<file path="src/rtl/i2c_combo_pkg.sv">
package i2c_combo_pkg;

  // bus-level command executed by the bit engine
  typedef enum logic [1:0] {
    BC_START  = 2'd0,
    BC_RSTART = 2'd1,
    BC_STOP   = 2'd2,
    BC_BIT    = 2'd3
  } bus_cmd_e;

  typedef enum logic [2:0] {
    SQ_IDLE, SQ_START, SQ_TX, SQ_RST, SQ_RX, SQ_STOP
  } seq_st_e;

  typedef enum logic [1:0] {
    BK_ADDRW, BK_REG, BK_DATA, BK_ADDRR
  } byte_kind_e;

  // {scl_low, sda_low} for each of the four phases of a command
  function automatic logic [1:0] line_drive(bus_cmd_e c, logic [1:0] p, logic b);
    logic [1:0] r;
    case (c)
      BC_START:  case (p) 2'd0: r = 2'b00; 2'd1: r = 2'b01; 2'd2: r = 2'b01; default: r = 2'b11; endcase
      BC_RSTART: case (p) 2'd0: r = 2'b10; 2'd1: r = 2'b00; 2'd2: r = 2'b01; default: r = 2'b11; endcase
      BC_STOP:   case (p) 2'd0: r = 2'b11; 2'd1: r = 2'b01; default: r = 2'b00; endcase
      default:   r = {(p == 2'd0) || (p == 2'd3), ~b};
    endcase
    return r;
  endfunction

endpackage

</file>
<file path="src/rtl/i2c_tick_gen.sv">
module i2c_tick_gen #(
  parameter int DIV = 8
) (
  input  logic clk,
  input  logic rst,
  output logic tick
);
  localparam int CW = (DIV > 1) ? $clog2(DIV) : 1;
  localparam logic [CW-1:0] LAST = CW'(DIV - 1);

  logic [CW-1:0] cnt;

  always_ff @(posedge clk) begin
    if (rst) begin
      cnt  <= '0;
      tick <= 1'b0;
    end else if (cnt == LAST) begin
      cnt  <= '0;
      tick <= 1'b1;
    end else begin
      cnt  <= cnt + 1'b1;
      tick <= 1'b0;
    end
  end
endmodule

</file>
<file path="src/rtl/i2c_bit_phy.sv">
module i2c_bit_phy
  import i2c_combo_pkg::*;
(
  input  logic     clk,
  input  logic     rst,
  input  logic     tick,
  input  logic     go,
  input  bus_cmd_e cmd,
  input  logic     bit_val,
  input  logic     scl_in,
  input  logic     sda_in,
  output logic     scl_oe,
  output logic     sda_oe,
  output logic     done,
  output logic     rx_bit,
  output bus_cmd_e cur_cmd
);
  logic       active;
  logic [1:0] ph;
  logic       bit_q;
  logic [1:0] drv;
  logic       can_step;

  always_comb begin
    drv      = line_drive(cur_cmd, ph, bit_q);
    // a phase with SCL released waits until the line is really high
    can_step = tick && (drv[1] || scl_in);
  end

  always_ff @(posedge clk) begin
    if (rst) begin
      active  <= 1'b0;
      ph      <= 2'd0;
      cur_cmd <= BC_STOP;
      bit_q   <= 1'b0;
      done    <= 1'b0;
      rx_bit  <= 1'b0;
      scl_oe  <= 1'b0;
      sda_oe  <= 1'b0;
    end else begin
      done <= 1'b0;
      if (!active) begin
        if (go) begin
          active  <= 1'b1;
          ph      <= 2'd0;
          cur_cmd <= cmd;
          bit_q   <= bit_val;
        end
      end else if (can_step) begin
        if (ph == 2'd2) rx_bit <= sda_in;
        if (ph == 2'd3) begin
          active <= 1'b0;
          done   <= 1'b1;
        end
        ph <= ph + 2'd1;
      end
      if (active) {scl_oe, sda_oe} <= drv;
    end
  end
endmodule

</file>
<file path="src/rtl/i2c_combo_ctrl.sv">
module i2c_combo_ctrl
  import i2c_combo_pkg::*;
#(
  parameter int DIV   = 8,
  parameter int CNT_W = 4
) (
  input  logic             clk,
  input  logic             rst,
  input  logic             start_i,
  input  logic [6:0]       tgt_addr,
  input  logic [7:0]       reg_ptr,
  input  logic             wr_en,
  input  logic [7:0]       wr_byte,
  input  logic [CNT_W-1:0] rd_count,
  input  logic             scl_in,
  input  logic             sda_in,
  output logic             busy,
  output logic             rd_valid,
  output logic [7:0]       rd_data,
  output logic             nack_err,
  output logic             scl_oe,
  output logic             sda_oe
);
  localparam logic [3:0] BITS = 4'd8;

  seq_st_e          st;
  byte_kind_e       kind;
  logic [3:0]       bitcnt;
  logic [7:0]       sh;
  logic [CNT_W-1:0] left;
  logic [6:0]       addr_q;
  logic [7:0]       ptr_q, wdat_q;
  logic             wen_q;

  logic             tick, go, bitv, done, rx_bit;
  bus_cmd_e         cmd, line_cmd;

  logic [7:0]       nb;
  byte_kind_e       nk;
  logic             more;

  i2c_tick_gen #(.DIV(DIV)) u_tick (.clk(clk), .rst(rst), .tick(tick));

  i2c_bit_phy u_phy (
    .clk(clk), .rst(rst), .tick(tick), .go(go), .cmd(cmd), .bit_val(bitv),
    .scl_in(scl_in), .sda_in(sda_in), .scl_oe(scl_oe), .sda_oe(sda_oe),
    .done(done), .rx_bit(rx_bit), .cur_cmd(line_cmd)
  );

  // next byte of the write phase, if any
  always_comb begin
    nb   = ptr_q;
    nk   = BK_REG;
    more = 1'b0;
    case (kind)
      BK_ADDRW: begin nb = ptr_q;  nk = BK_REG;  more = 1'b1;  end
      BK_REG:   begin nb = wdat_q; nk = BK_DATA; more = wen_q; end
      default:  more = 1'b0;
    endcase
  end

  always_ff @(posedge clk) begin
    if (rst) begin
      st       <= SQ_IDLE;
      kind     <= BK_ADDRW;
      bitcnt   <= '0;
      sh       <= '0;
      left     <= '0;
      addr_q   <= '0;
      ptr_q    <= '0;
      wdat_q   <= '0;
      wen_q    <= 1'b0;
      go       <= 1'b0;
      cmd      <= BC_STOP;
      bitv     <= 1'b1;
      busy     <= 1'b0;
      rd_valid <= 1'b0;
      rd_data  <= '0;
      nack_err <= 1'b0;
    end else begin
      go       <= 1'b0;
      rd_valid <= 1'b0;
      case (st)
        SQ_IDLE: if (start_i) begin
          addr_q   <= tgt_addr;
          ptr_q    <= reg_ptr;
          wen_q    <= wr_en;
          wdat_q   <= wr_byte;
          left     <= rd_count;
          nack_err <= 1'b0;
          busy     <= 1'b1;
          go       <= 1'b1;
          cmd      <= BC_START;
          st       <= SQ_START;
        end
        SQ_START, SQ_RST: if (done) begin
          sh     <= {addr_q, st == SQ_RST};
          bitv   <= addr_q[6];
          kind   <= (st == SQ_RST) ? BK_ADDRR : BK_ADDRW;
          bitcnt <= 4'd1;
          go     <= 1'b1;
          cmd    <= BC_BIT;
          st     <= SQ_TX;
        end
        SQ_TX: if (done) begin
          if (bitcnt < BITS) begin
            sh     <= {sh[6:0], 1'b0};
            bitv   <= sh[6];
            bitcnt <= bitcnt + 4'd1;
            go     <= 1'b1;
            cmd    <= BC_BIT;
          end else if (bitcnt == BITS) begin
            bitv   <= 1'b1;            // release SDA for the acknowledge
            bitcnt <= 4'd9;
            go     <= 1'b1;
            cmd    <= BC_BIT;
          end else if (rx_bit) begin
            nack_err <= 1'b1;
            go       <= 1'b1;
            cmd      <= BC_STOP;
            st       <= SQ_STOP;
          end else if (kind == BK_ADDRR) begin
            bitv   <= 1'b1;
            bitcnt <= 4'd1;
            go     <= 1'b1;
            cmd    <= BC_BIT;
            st     <= SQ_RX;
          end else if (more) begin
            sh     <= nb;
            bitv   <= nb[7];
            kind   <= nk;
            bitcnt <= 4'd1;
            go     <= 1'b1;
            cmd    <= BC_BIT;
          end else begin
            go  <= 1'b1;
            cmd <= (left != '0) ? BC_RSTART : BC_STOP;
            st  <= (left != '0) ? SQ_RST : SQ_STOP;
          end
        end
        SQ_RX: if (done) begin
          if (bitcnt <= BITS) begin
            sh  <= {sh[6:0], rx_bit};
            go  <= 1'b1;
            cmd <= BC_BIT;
            if (bitcnt < BITS) begin
              bitv   <= 1'b1;
              bitcnt <= bitcnt + 4'd1;
            end else begin
              rd_valid <= 1'b1;
              rd_data  <= {sh[6:0], rx_bit};
              bitv     <= (left == CNT_W'(1));   // NACK only the last byte
              bitcnt   <= 4'd9;
            end
          end else begin
            left <= left - 1'b1;
            go   <= 1'b1;
            if (left == CNT_W'(1)) begin
              cmd <= BC_STOP;
              st  <= SQ_STOP;
            end else begin
              cmd    <= BC_BIT;
              bitv   <= 1'b1;
              bitcnt <= 4'd1;
            end
          end
        end
        SQ_STOP: if (done) begin
          busy <= 1'b0;
          st   <= SQ_IDLE;
        end
        default: st <= SQ_IDLE;
      endcase
    end
  end
endmodule

</file>
<file path="config.mk">
export PLATFORM = sky130hd
export DESIGN_NAME = i2c_combo_ctrl
export DESIGN_NICKNAME = d
export VERILOG_FILES = /design/src/rtl/i2c_combo_pkg.sv /design/src/rtl/i2c_tick_gen.sv /design/src/rtl/i2c_bit_phy.sv /design/src/rtl/i2c_combo_ctrl.sv
export SDC_FILE = /design/constraint.sdc
export NUM_CORES = 1
export LEC_CHECK = 0
export BUFFER_PORTS_ARGS = -buffer_cell sky130_fd_sc_hd__buf_2
export CAP_MARGIN = 30
export CORE_UTILIZATION = 35
export CTS_BUF_LIST = sky130_fd_sc_hd__clkbuf_16
export DETAILED_ROUTE_END_ITERATION = 6
export SYNTH_ARGS = -nofsm -noshare
export SYNTH_HDL_FRONTEND = slang
export SYNTH_SLANG_ARGS = --single-unit
</file>
<file path="constraint.sdc">
create_clock -name clk -period 4.65 [get_ports clk]
set_input_delay 0.465 -clock clk [delete_from_list [all_inputs] [get_ports clk]]
set_output_delay 0.465 -clock clk [all_outputs]
set_load 0.02 [all_outputs]
</file>
==> key figures <==
Min path
  • Hold crit path type: primary input to register
  • Worst Hold End: ptr_q[2]
  • Hold_sp: reg_ptr[2]
  • Hold Path Depth: 3

Placement
  • Post-detail-place hpwl: 5690 um
  • Placed Cells incl. Taps: 560
  • GPL Wtd Cong: 0.866
  • Port-buffer cells: 45

STA
  • Final Hold Viols: 0
  • WHS: 0.369 ns
  • Final setup violating endpoints: 0
  • Slew Viols, Final: 0
  • Worst-Margin Slew: 0.932 ns
  • Period minus WS final: 2.58 ns
  • FMAX: 0.387 GHz
  • Period utilisation layout: 55.5%
  • Clock skew: 0.00730 ns
  • Rel. slew slack: 37.7%
  • RSZ-0062 raised after global routing: no
  • Setup TNS: 0 ns

Floorplan
  • Die Y: 102 um
  • Die area: 10400 sq um
  • # IOs: 46
  • Core ar.: 9730 sq um
  • Die Wd: 102 um
  • Initial Utilization: 35.9%
  • Std cell rows: 36

Yosys
  • Syn Nets: 453
  • Top_reg_cell synth: dfxtp_1
  • Synth Area per Inst: 8.52 sq um
  • Sequential share of the synthesized area: 41.8%
  • FF+latch count, synth: 73
  • Mapped Cells: 410
  • Post-synth EDFFs: 0
  • Synthesized cell area: 3490 sq um
  • Ys Warns: 0
  • Fraction of registers with async set/reset: 0%
  • Post-synth cell types: 54

Worst setup path
  • Worst EP arrival: 2.81 ns
  • Critical path class: register to register
  • Critical path endpoint category: register
  • Critical R2R Launch: st[2]
  • Top delay family on crit path: compound AO/OA/AOI/OAI gates
  • Stages on worst setup path: 5
  • Startpoint Class: register
  • R2R depth: 5
  • Crit-path max FO: 16
  • Slowest Stage Delay on Critical Path: 0.67 ns
  • Worst Path Required: 4.88 ns
  • Reg2reg end: sh[0]
  • Worst reg-to-reg setup slack: 2.07 ns
  • CP Cell Sequence: nor3b_4 -> o21ai_2 -> a211oi_4 -> nor2_1 -> a311oi_1
  • WP buf/inv: 0
  • Slowest library cell on the worst path: a211oi_4

Flow run
  • MaxCap Viol Count: 0

Power
  • Comb power frac: 17.6%
  • Sequential power share: 40.1%
  • Clock power frac: 42.4%
  • NetSw: 0.000512 W
  • Sw frac: 27.8%
  • Pwr Density: 449 nW/um^2
  • Leakage: 1.67 nW
  • Pint: 0.00133 W
  • Worst-case vdd ir drop: 0.252 mV

Finish
  • Antenna cells: 0
  • Fin nets: 482
  • Share of cells above drive strength 1: 19.0%
  • Final non-filler cell total: 576
  • Area grow syn2layout: 17.5%

Drt
  • Drt wl/cell: 14.4 um
  • Drt first-iter violations: 303
  • Pre-antenna DRT Iters: 5
  • Vias per cell: 5.22
  • Final WL: 8280 um
  • ANT nets after route: 0
  • DR DRC count: 0
  • Vias: 3007

Clock tree
  • TritonCTS Sinks: 73
  • # hold bufs at CTS: 0
  • TritonCTS clock tree: yes
  • Skew-Pair Late Insertion Delay: 0.33 ns
  • CTS H-Tree Depth: 3
  • CTS buffer count: 9
  • Post-cts sizing count: 0
  • Clock Tree Root: clkbuf_16
  • Clock transition at path regs: 0.06 ns
  • CTS max path bufs: 2
  • # Post-CTS Setup Buffers: 0

Global routing
  • Largest net degree at the start of global routing: 38
  • Gr usage total: 17.0%
  • Overflow after GRT: 0
  • Initial antenna violation count: 0
  • Global-route wire length before repair: 13700 um
  • Vias in the first global route: 2772

Run status
  • Status: completed
==> final cells by class <==
class / count / area [sq um]
fill: 1011 / 5630
sequential: 73 / 1460
inverter: 8 / 30.0
clock inverter: 6 / 108
multi-input combinational: 299 / 1860
timing repair buffer: 48 / 249
clock buffer: 9 / 225
tap: 133 / 166
==> metrics by stage <==
step	utilization [%]	total power (W)	cell area, sq um	worst slack [ns]
finish	42.2	0.00184	4100	2.07
global route	42.2	0.00194	4100	1.90
CTS	42.1	0.00185	4090	2.11
detailed placement	38.6	0.00106	3760	2.15
global placement	38.6	0.00106	3750	2.16
floorplan	-	0.000989	3490	2.79
==> worst max-delay path by stage <==
stage,slack [ns],startpoint,to
2_1_floorplan,2.79,bitcnt[0],sh[4]
3_3_place_gp,2.16,st[1],sh[0]
3_5_place_dp,2.15,st[2],sh[0]
4_1_cts,2.11,st[2],sh[0]
5_1_grt,1.90,st[2],sh[0]
6_report,2.07,st[2],sh[0]
==> worst min-delay path, delay by kind of cell <==
kind | cells | cell delay, ns
buffers and inverters | 1 | 0.09
AOI/OAI and AO/OA | 1 | 0.05
and+or+nand+nor | 1 | 0.04
==> synth_stat cells (7+ instances only) <==
cell / number / share of area [%]
clkbuf_1: 18 / 1.9
nor2b_1: 10 / 1.8
mux2_2: 8 / 2.6
nand2_1: 68 / 7.3
o21ai_0: 19 / 2.7
dfxtp_1: 73 / 42
ha_1: 10 / 3.6
buf_2: 7 / 1.0
a21oi_1: 45 / 6.4
nor3_1: 7 / 1.0
mux2i_1: 16 / 4.6
inv_1: 8 / 0.86
nand2b_1: 7 / 1.3
nor2_1: 31 / 3.3
==> cell usage in the layout, fill, tap and decap left out, types with 3 or more instances in the layout <==
master,instances
inv_1,9
ha_1,10
a211oi_1,5
bufinv_16,3
nor2b_1,10
nand2b_1,7
nor2_2,4
a21oi_1,45
nor3b_1,6
nand3_1,6
o21ai_0,19
nor2_1,31
buf_2,46
o22ai_1,3
a31oi_1,5
nand2_1,68
nor3_1,7
o21a_1,3
mux2_2,8
mux2i_1,16
a211oi_2,3
a222oi_1,6
dfxtp_1,73
clkbuf_16,9
==> logic make-up (layout without fill, tap and decap cells) <==
kind of cell	Yosys count	after routing	synth area share (%)
AO/OA/AOI/OAI	113	113	21.5
flip-flops	73	73	41.8
buffers and inverters	38	71	4.77
multiplexers	25	25	7.81
AND/OR/NAND/NOR	151	151	20.5
adder cells (fa/ha/maj)	10	10	3.58
==> per-layer routing <==
| metal | part of all wire (%) | routed length, um | vias up | GRT usage [%] |
|---|---|---|---|---|
| met1 | 47 | 3890 | 1398 | 22.9 |
| met3 | 4.2 | 348 | 12 | 3.01 |
| met5 | 0 | 0 | - | 0 |
| met2 | 48 | 3940 | 91 | 27.0 |
| met4 | 1.1 | 95 | 0 | 6.92 |
| li1 | - | - | 1506 | - |
==> power by group through the flow <==
stage / sequential [W] / clock, W / combinational, W
2_1_floorplan: 0.000726 / 0 / 0.000263
5_1_grt: 0.000747 / 0.000828 / 0.000362
3_5_place_dp: 0.000751 / 0 / 0.000314
3_3_place_gp: 0.000748 / 0 / 0.000309
6_report: 0.000738 / 0.000781 / 0.000323
4_1_cts: 0.000737 / 0.000791 / 0.000317
==> flip-flops by register name, indices dropped and copies added, names as in the netlist, 3 cells and up <==
| signal | cells |
|---|---|
| bitcnt | 4 |
| st | 3 |
| ptr_q | 8 |
| wdat_q | 8 |
| sh | 7 |
| u_tick.cnt | 3 |
| rd_data | 8 |
| left | 4 |
| addr_q | 7 |
(Power assumes the default switching activity.)
